===== src/rtl/spk_sysctl_pkg.sv =====
package spk_sysctl_pkg;

  localparam int unsigned BYTE_W = 8;

  // write data field positions
  localparam int unsigned WB_GATE = 0;
  localparam int unsigned WB_SPKEN = 1;

  // status byte field positions
  localparam int unsigned SB_GATE = 0;
  localparam int unsigned SB_SPKEN = 1;
  localparam int unsigned SB_REFRESH = 4;
  localparam int unsigned SB_CH2OUT = 5;

  typedef struct packed {
    logic spk_en;
    logic gate2;
  } ctl_bits_t;

endpackage


===== src/rtl/spk_rst_sync.sv =====
module spk_rst_sync #(
  parameter int unsigned STAGES = 2
) (
  input  logic clk,
  input  logic rst_n,
  output logic rst_sn
);

  logic [STAGES-1:0] sync_q;
  logic [STAGES-1:0] sync_d;

  always_comb begin
    sync_d = {sync_q[STAGES-2:0], 1'b1};
  end

  always_ff @(posedge clk or negedge rst_n) begin
    if (!rst_n) begin
      sync_q <= '0;
    end else begin
      sync_q <= sync_d;
    end
  end

  assign rst_sn = sync_q[STAGES-1];

endmodule


===== src/rtl/spk_refresh_div.sv =====
module spk_refresh_div #(
  parameter int unsigned TERM = 4096
) (
  input  logic clk,
  input  logic rst_sn,
  output logic refresh
);

  localparam int unsigned CW = (TERM > 2) ? $clog2(TERM) : 1;
  localparam logic [CW-1:0] LAST = CW'(TERM - 1);

  logic [CW-1:0] cnt_q, cnt_d;
  logic tgl_q, tgl_d;
  logic wrap;

  always_comb begin
    wrap = (cnt_q == LAST);
    cnt_d = wrap ? '0 : cnt_q + 1'b1;
    tgl_d = wrap ? ~tgl_q : tgl_q;
  end

  always_ff @(posedge clk or negedge rst_sn) begin
    if (!rst_sn) begin
      cnt_q <= '0;
      tgl_q <= 1'b0;
    end else begin
      cnt_q <= cnt_d;
      tgl_q <= tgl_d;
    end
  end

  assign refresh = tgl_q;

  p_range_r6: assert property (@(posedge clk) disable iff (!rst_sn)
    cnt_q <= LAST);
  p_steady_r6: assert property (@(posedge clk) disable iff (!rst_sn)
    (cnt_q != LAST) |=> $stable(tgl_q));
  p_flip_r6: assert property (@(posedge clk) disable iff (!rst_sn)
    (cnt_q == LAST) |=> (tgl_q != $past(tgl_q)));

endmodule


===== src/rtl/spk_ctl_reg.sv =====
module spk_ctl_reg
  import spk_sysctl_pkg::*;
(
  input  logic              clk,
  input  logic              rst_sn,
  input  logic              wr_stb,
  input  logic [BYTE_W-1:0] wr_data,
  output ctl_bits_t         ctl
);

  ctl_bits_t ctl_q, ctl_d;

  always_comb begin
    ctl_d = ctl_q;
    if (wr_stb) begin
      ctl_d.gate2 = wr_data[WB_GATE];
      ctl_d.spk_en = wr_data[WB_SPKEN];
    end
  end

  always_ff @(posedge clk or negedge rst_sn) begin
    if (!rst_sn) begin
      ctl_q <= '0;
    end else begin
      ctl_q <= ctl_d;
    end
  end

  assign ctl = ctl_q;

  p_load_r2: assert property (@(posedge clk) disable iff (!rst_sn)
    wr_stb |=> (ctl_q.gate2 == $past(wr_data[WB_GATE])) &&
               (ctl_q.spk_en == $past(wr_data[WB_SPKEN])));
  p_hold_r3: assert property (@(posedge clk) disable iff (!rst_sn)
    !wr_stb |=> $stable(ctl_q));

endmodule


===== src/rtl/spk_rd_capture.sv =====
module spk_rd_capture
  import spk_sysctl_pkg::*;
(
  input  logic              clk,
  input  logic              rst_sn,
  input  logic              rd_stb,
  input  ctl_bits_t         ctl,
  input  logic              refresh,
  input  logic              ch2_out,
  output logic [BYTE_W-1:0] rd_data
);

  logic [BYTE_W-1:0] stat_q, stat_d, stat_now;

  always_comb begin
    stat_now = '0;
    stat_now[SB_GATE] = ctl.gate2;
    stat_now[SB_SPKEN] = ctl.spk_en;
    stat_now[SB_REFRESH] = refresh;
    stat_now[SB_CH2OUT] = ch2_out;
    stat_d = rd_stb ? stat_now : stat_q;
  end

  always_ff @(posedge clk or negedge rst_sn) begin
    if (!rst_sn) begin
      stat_q <= '0;
    end else begin
      stat_q <= stat_d;
    end
  end

  assign rd_data = stat_q;

  p_zero_bits_r4: assert property (@(posedge clk) disable iff (!rst_sn)
    (stat_q[7:6] == 2'b00) && (stat_q[3:2] == 2'b00));
  p_ch2_sample_r4: assert property (@(posedge clk) disable iff (!rst_sn)
    rd_stb |=> (stat_q[SB_CH2OUT] == $past(ch2_out)));
  p_hold_r5: assert property (@(posedge clk) disable iff (!rst_sn)
    !rd_stb |=> $stable(stat_q));
  p_old_state_r8: assert property (@(posedge clk) disable iff (!rst_sn)
    rd_stb |=> (stat_q[SB_GATE] == $past(ctl.gate2)) &&
               (stat_q[SB_SPKEN] == $past(ctl.spk_en)));

endmodule


===== src/rtl/spk_sysctl_port.sv =====
module spk_sysctl_port
  import spk_sysctl_pkg::*;
#(
  parameter int unsigned REFRESH_TERM = 4096,
  parameter int unsigned SYNC_STAGES = 2,
  parameter int unsigned NUM_CH = 3
) (
  input  logic              clk,
  input  logic              rst_n,
  input  logic              wr_stb,
  input  logic              rd_stb,
  input  logic [BYTE_W-1:0] wr_data,
  input  logic              ch2_out,
  output logic [NUM_CH-1:0] timer_gate,
  output logic              spk_enable,
  output logic [BYTE_W-1:0] rd_data,
  output logic              spk_drive
);

  localparam int unsigned CTL_CH = NUM_CH - 1;

  logic rst_sn;
  logic refresh;
  ctl_bits_t ctl;

  spk_rst_sync #(.STAGES(SYNC_STAGES)) u_rst (
    .clk(clk), .rst_n(rst_n), .rst_sn(rst_sn)
  );

  spk_refresh_div #(.TERM(REFRESH_TERM)) u_div (
    .clk(clk), .rst_sn(rst_sn), .refresh(refresh)
  );

  spk_ctl_reg u_ctl (
    .clk(clk), .rst_sn(rst_sn), .wr_stb(wr_stb), .wr_data(wr_data), .ctl(ctl)
  );

  spk_rd_capture u_rd (
    .clk(clk), .rst_sn(rst_sn), .rd_stb(rd_stb), .ctl(ctl),
    .refresh(refresh), .ch2_out(ch2_out), .rd_data(rd_data)
  );

  // channels below the controlled one keep their gates high
  for (genvar g = 0; g < CTL_CH; g++) begin : g_fixed_gate
    assign timer_gate[g] = 1'b1;
  end
  assign timer_gate[CTL_CH] = ctl.gate2;

  assign spk_enable = ctl.spk_en;
  assign spk_drive = ch2_out & ctl.spk_en;

endmodule


===== config.mk =====
export PLATFORM = sky130hd
export DESIGN_NAME = spk_sysctl_port
export DESIGN_NICKNAME = d
export VERILOG_FILES = /design/src/rtl/spk_sysctl_pkg.sv /design/src/rtl/spk_rst_sync.sv /design/src/rtl/spk_refresh_div.sv /design/src/rtl/spk_ctl_reg.sv /design/src/rtl/spk_rd_capture.sv /design/src/rtl/spk_sysctl_port.sv
export SDC_FILE = /design/constraint.sdc
export NUM_CORES = 1
export LEC_CHECK = 0
export ABC_AREA = 1
export BUFFER_PORTS_ARGS = -buffer_cell sky130_fd_sc_hd__buf_2
export CAP_MARGIN = 25
export CORE_ASPECT_RATIO = 0.8
export CORE_UTILIZATION = 46
export CTS_CLUSTER_DIAMETER = 200
export DETAILED_ROUTE_END_ITERATION = 10
export PLACE_DENSITY_LB_ADDON = 0.1
export SETUP_SLACK_MARGIN = 0.05
export SYNTH_ARGS = -nofsm -noshare
export SYNTH_HDL_FRONTEND = slang
export SYNTH_SLANG_ARGS = --single-unit

===== constraint.sdc =====
create_clock -name clk -period 0.8 [get_ports clk]
set_clock_uncertainty 0.05 [all_clocks]
set_input_delay 0.24 -clock clk [delete_from_list [all_inputs] [get_ports clk]]
set_output_delay 0.24 -clock clk [all_outputs]
set_load 0.01 [all_outputs]

# Yosys cells after proc, flatten, opt, wreduce, memory -nomap -nowiden
# Cells that the tools add are included.
# W data, S select, Z words.
[op_classes]
n_eq_ne = 1
addsub = 1
bitwise = 2
mux = 1
[ops]
columns = ["operator", "n"]
rows = [
  ["$add A12 B1 Y12 const B", 1],
  ["$eq A12 B12 Y1 const B", 1],
  ["$mux W12", 1],
  ["$and A1 B1 Y1", 1],
  ["$not A1 Y1", 1],
]
[word_totals]
elab_cells = 11
output_inout_bits = 13
ff_bits = 21
input_bits = 13

# Logic depth before layout (Yosys ltp)
[logic_depth]
depth_word = 2
mapped_depth = 6
depth_no_buf = 6

# Modules after synthesis
# A second synthesis with hierarchy kept.
[hier_totals]
hier_cells = 121
hier_area_um2 = 1021.0
[modules_own_cells]
columns = ["mod", "n_inst", "cells_each", "area_each_um2"]
rows = [
  ["spk_refresh_div", 1, 82, 681.9],
  ["spk_rd_capture", 1, 22, 182.7],
  ["spk_ctl_reg", 1, 9, 76.3],
  ["spk_rst_sync", 1, 3, 53.8],
  ["spk_sysctl_port", 1, 5, 26.3],
]

# Least setup slack after synthesis
# Ideal clock, no wire load.
[synth_timing]
path_type = "reg2reg"
from = "reg u_div.cnt_q[0]"
to = "reg u_div.tgl_q, in the netlist u_div.refresh"
t_arrival_ps = 1020
stages_incl_launch_ff = 6
slack_ps = -394
synth_period_minus_slack_ps = 1194
path_cell_list = "dfrtp_1 -> ha_1 -> nand2_1 -> nor2_2 -> nand3_2 -> xor2_1"
[synth_via]
elab_chain_cells = 1
[synth_rtl]
columns = ["element", "line", "text"]
rows = [
  ["start: declaration", "spk_refresh_div.sv:12", "logic [CW-1:0] cnt_q, cnt_d;"],
  ["start signal: assignment", "spk_refresh_div.sv:27", "cnt_q <= cnt_d;"],
  ["$eq A12 B12 Y1", "spk_refresh_div.sv:17", "wrap = (cnt_q == LAST);"],
  ["end signal: assignment", "spk_refresh_div.sv:28", "tgl_q <= tgl_d;"],
  ["end: declaration", "spk_refresh_div.sv:13", "logic tgl_q, tgl_d;"],
]
# No other way between the ends.
# A chain may end at the register's enable or synchronous reset.

# Final worst setup path
[layout_timing]
from = "reg u_ctl.ctl_q, in the netlist u_ctl.ctl[1]"
to = "out spk_drive"
[layout_via]
elab_chain_cells = 1
[layout_rtl]
columns = ["element", "line", "text"]
rows = [
  ["start: declaration", "spk_ctl_reg.sv:11", "ctl_bits_t ctl_q, ctl_d;"],
  ["start signal: assignment", "spk_ctl_reg.sv:25", "ctl_q <= ctl_d;"],
  ["$and A1 B1 Y1", "spk_sysctl_port.sv:50", "assign spk_drive = ch2_out & ctl.spk_en;"],
  ["end: declaration", "spk_sysctl_port.sv:17", "output logic spk_drive"],
]
# No other way between the ends.

==> metrics <==
initial core utilization 51.1%; first-pass GRT wire length 3320 µm; Distinct cells, synth 21; worst-path cell chain nand2_2, inv_2, buf_6; chip width ~54 µm; final period utilization 155%; Port Buffers 13; crit path launch type flop; number of synthesized flops with an enable pin 0; Leak between 0.6 and 0.7 nW; CTS tree built; Core Util, Final approximately two thirds; DRT Wirelength 2100 µm; residual DRC count 0; WS Path Type reg2out; Worst Reg-to-Reg Cells 5; core region area about 2000 µm²; Mapped Cells 114; FF-to-FF End u_div.refresh$_DFFE_PN0N_; CTS buffer count 3; routed len/inst 12.1 µm; Synth Flop Type dfrtp_1; Critical Path AT 0.95 ns; GR Overflow Total 0; most frequent cells in the layout dfrtp_1 (21), nand2_1 (18), buf_4 (17), inv_1 (15), nor2_1 (13); via count between 800 and 900; post-synthesis sequential area ratio approximately 52%; Final Setup Violations 22; Crit. Startpoint u_ctl.ctl[1]$_DFFE_PN0P_; vias in the first global route ~750; status complete, but fails checks; largest stage delay on the critical path 0.43 ns; slowest CP cell dfrtp_1; drt initial violations 11; P&R area growth vs syn 31.1%; final RePlAce weighted congestion 0.784; Setup Total Neg Slack -7.65 ns; reg2reg start u_div.cnt_q[1]$_DFF_PN0_; fill cell count about 170; ys async rst share 100%; HP Start wr_data[1]; failing checks setup timing; post-synth top area cell dfrtp_1; antenna viol nets, final 0; crit path capture type primary output; Pre-antenna DRT Iters 4; Post-Place Setup Slack -0.458 ns; RSZ-0062 raised after global routing true; post-DP HPWL around 1400 µm; most common cell after layout, fill and taps aside dfrtp_1; setup slack, reg-to-reg -0.44 ns; max-cap violations 0; Worst-path clk slew 0.13 ns; CP required around 0.51 ns; Die ar. roughly 2400 µm²; Sink Count 21; design area 1310 µm²; worst-case clock buffer depth 2; Cell Area, Synth 1000 µm²; VDD IR-drop max 1.40 mV; layout cells sized above 1 between 30% and 40%; Hold Vio Cnt, Final 0; placed instance area roughly 1200 µm²; total power about 0.0018 W; Final WS setup -0.442 ns; initial antenna violation count 0; clk_lat worst skew 0.31 ns; hold depth 3; max-slew violations 0; largest net degree at the start of global routing 14; Hold Path End u_ctl.ctl[1]$_DFFE_PN0P_; PwrDens between 1000 and 1500 nW/µm²; fmax 0.805 GHz; flip-flop and latch count after synthesis 21; # H-tree levels 1; CTS root buf clkbuf_4; All-Layer GR Usage 20.9%; Cell Rows 14; Vias/cell 4.77; # nets final approximately 160; # IOs 26; Syn Area/Cell around 8.8 µm²; area share of the largest cell type after synthesis 52.4%; min Tclk post-route 1.24 ns; antenna fix cells 0; Die Ht around 44 µm; largest cells by area after synthesis dfrtp_1 (52%), nand2_1 (7.9%), inv_1 (6.0%); worst min path class in2reg; Crit Path Max Fanout 3; Ys Warns 0
==> Yosys cell counts (all sizes together), types with 2 or more instances <==
master,instances
a21oi,5
nand2,23
xnor2,2
inv,17
conb,2
xor2,3
nand3,6
nand3b,3
buf,6
dfrtp,21
o21ai,2
nor2,20
==> per-layer routing <==
layer / track usage, % / share of wire, % / vias up
li1: - / - / 405
met1: 27.2 / 46 / 396
met2: 32.7 / 49 / 22
met3: 7.37 / 4.5 / 2
met4: 6.15 / 0.48 / 0
met5: 0 / 0 / -
==> cell type report <==
class                      count  area (µm²)  share of cell area, %
timing repair buffer          32         220                   16.8
tap                           24        30.0                   2.29
inverter                      17        63.8                   4.86
sequential                    21         526                   40.0
clock inverter                 1        7.51                  0.571
clock buffer                   3        22.5                   1.71
multi-input combinational     75         444                   33.8
==> worst max-delay path, delay by kind of cell, from the launching register on <==
kind | cells | cell delay [ns]
simple gates | 1 | 0.07
buf+inv | 2 | 0.14
flops | 1 | 0.43
==> logic make-up after synthesis <==
kind of cell             synth area share [%]
flip-flops                               52.4
AND/OR/NAND/NOR                          25.0
XOR/XNOR                                 4.37
adder cells (fa/ha/maj)                  1.25
AO/OA/AOI/OAI                            4.24
buffers and inverters                    10.9
multiplexers                             1.12
other                                   0.749
==> metrics by stage <==
stage	cells	hold slack, ns
after floorplan	119	-0.106
after global placement	164	-0.0259
after detailed placement	164	-0.0245
after CTS	171	0.0766
after global routing	173	0.0773
final	173	0.0779
==> report_power, final <==
| part | internal (W) | switching [W] | total (W) | leakage, nW |
|---|---|---|---|---|
| Sequential | 0.00110 | 0.0000200 | 0.00112 | 0.266 |
| Combinational | 0.0000794 | 0.0000994 | 0.000179 | 0.403 |
| Clock | 0.000191 | 0.000351 | 0.000542 | 0.0139 |
| Total | 0.00137 | 0.000471 | 0.00184 | 0.683 |
==> worst max-delay path by stage <==
stage	end	slack [ns]
floorplan	u_div.refresh$_DFFE_PN0N_	-0.36
global placement	u_div.refresh$_DFFE_PN0N_	-0.40
detailed placement	u_div.refresh$_DFFE_PN0N_	-0.46
CTS	spk_drive	-0.46
global route	u_div.cnt_q[11]$_DFF_PN0_	-0.51
finish	spk_drive	-0.44
==> state kept, by name (all words and copies together), names as in the netlist <==
name	flops
u_div.cnt_q	12
u_div.refresh	1
u_ctl.ctl	2
u_rst.sync_q	2
u_rd.rd_data	4
==> what timing repair did <==
| item | 4_1_cts | 5_1_grt |
|---|---|---|
| gates resized for setup | 5 | 10 |
| endpoints found under the hold margin | 2 | 0 |
| endpoints found under the setup margin | 21 | 24 |
| hold buffers | 1 | 0 |
| buffers inserted | 2 | 2 |
| pin swaps | 5 | 3 |
(Power assumes the default switching activity.)
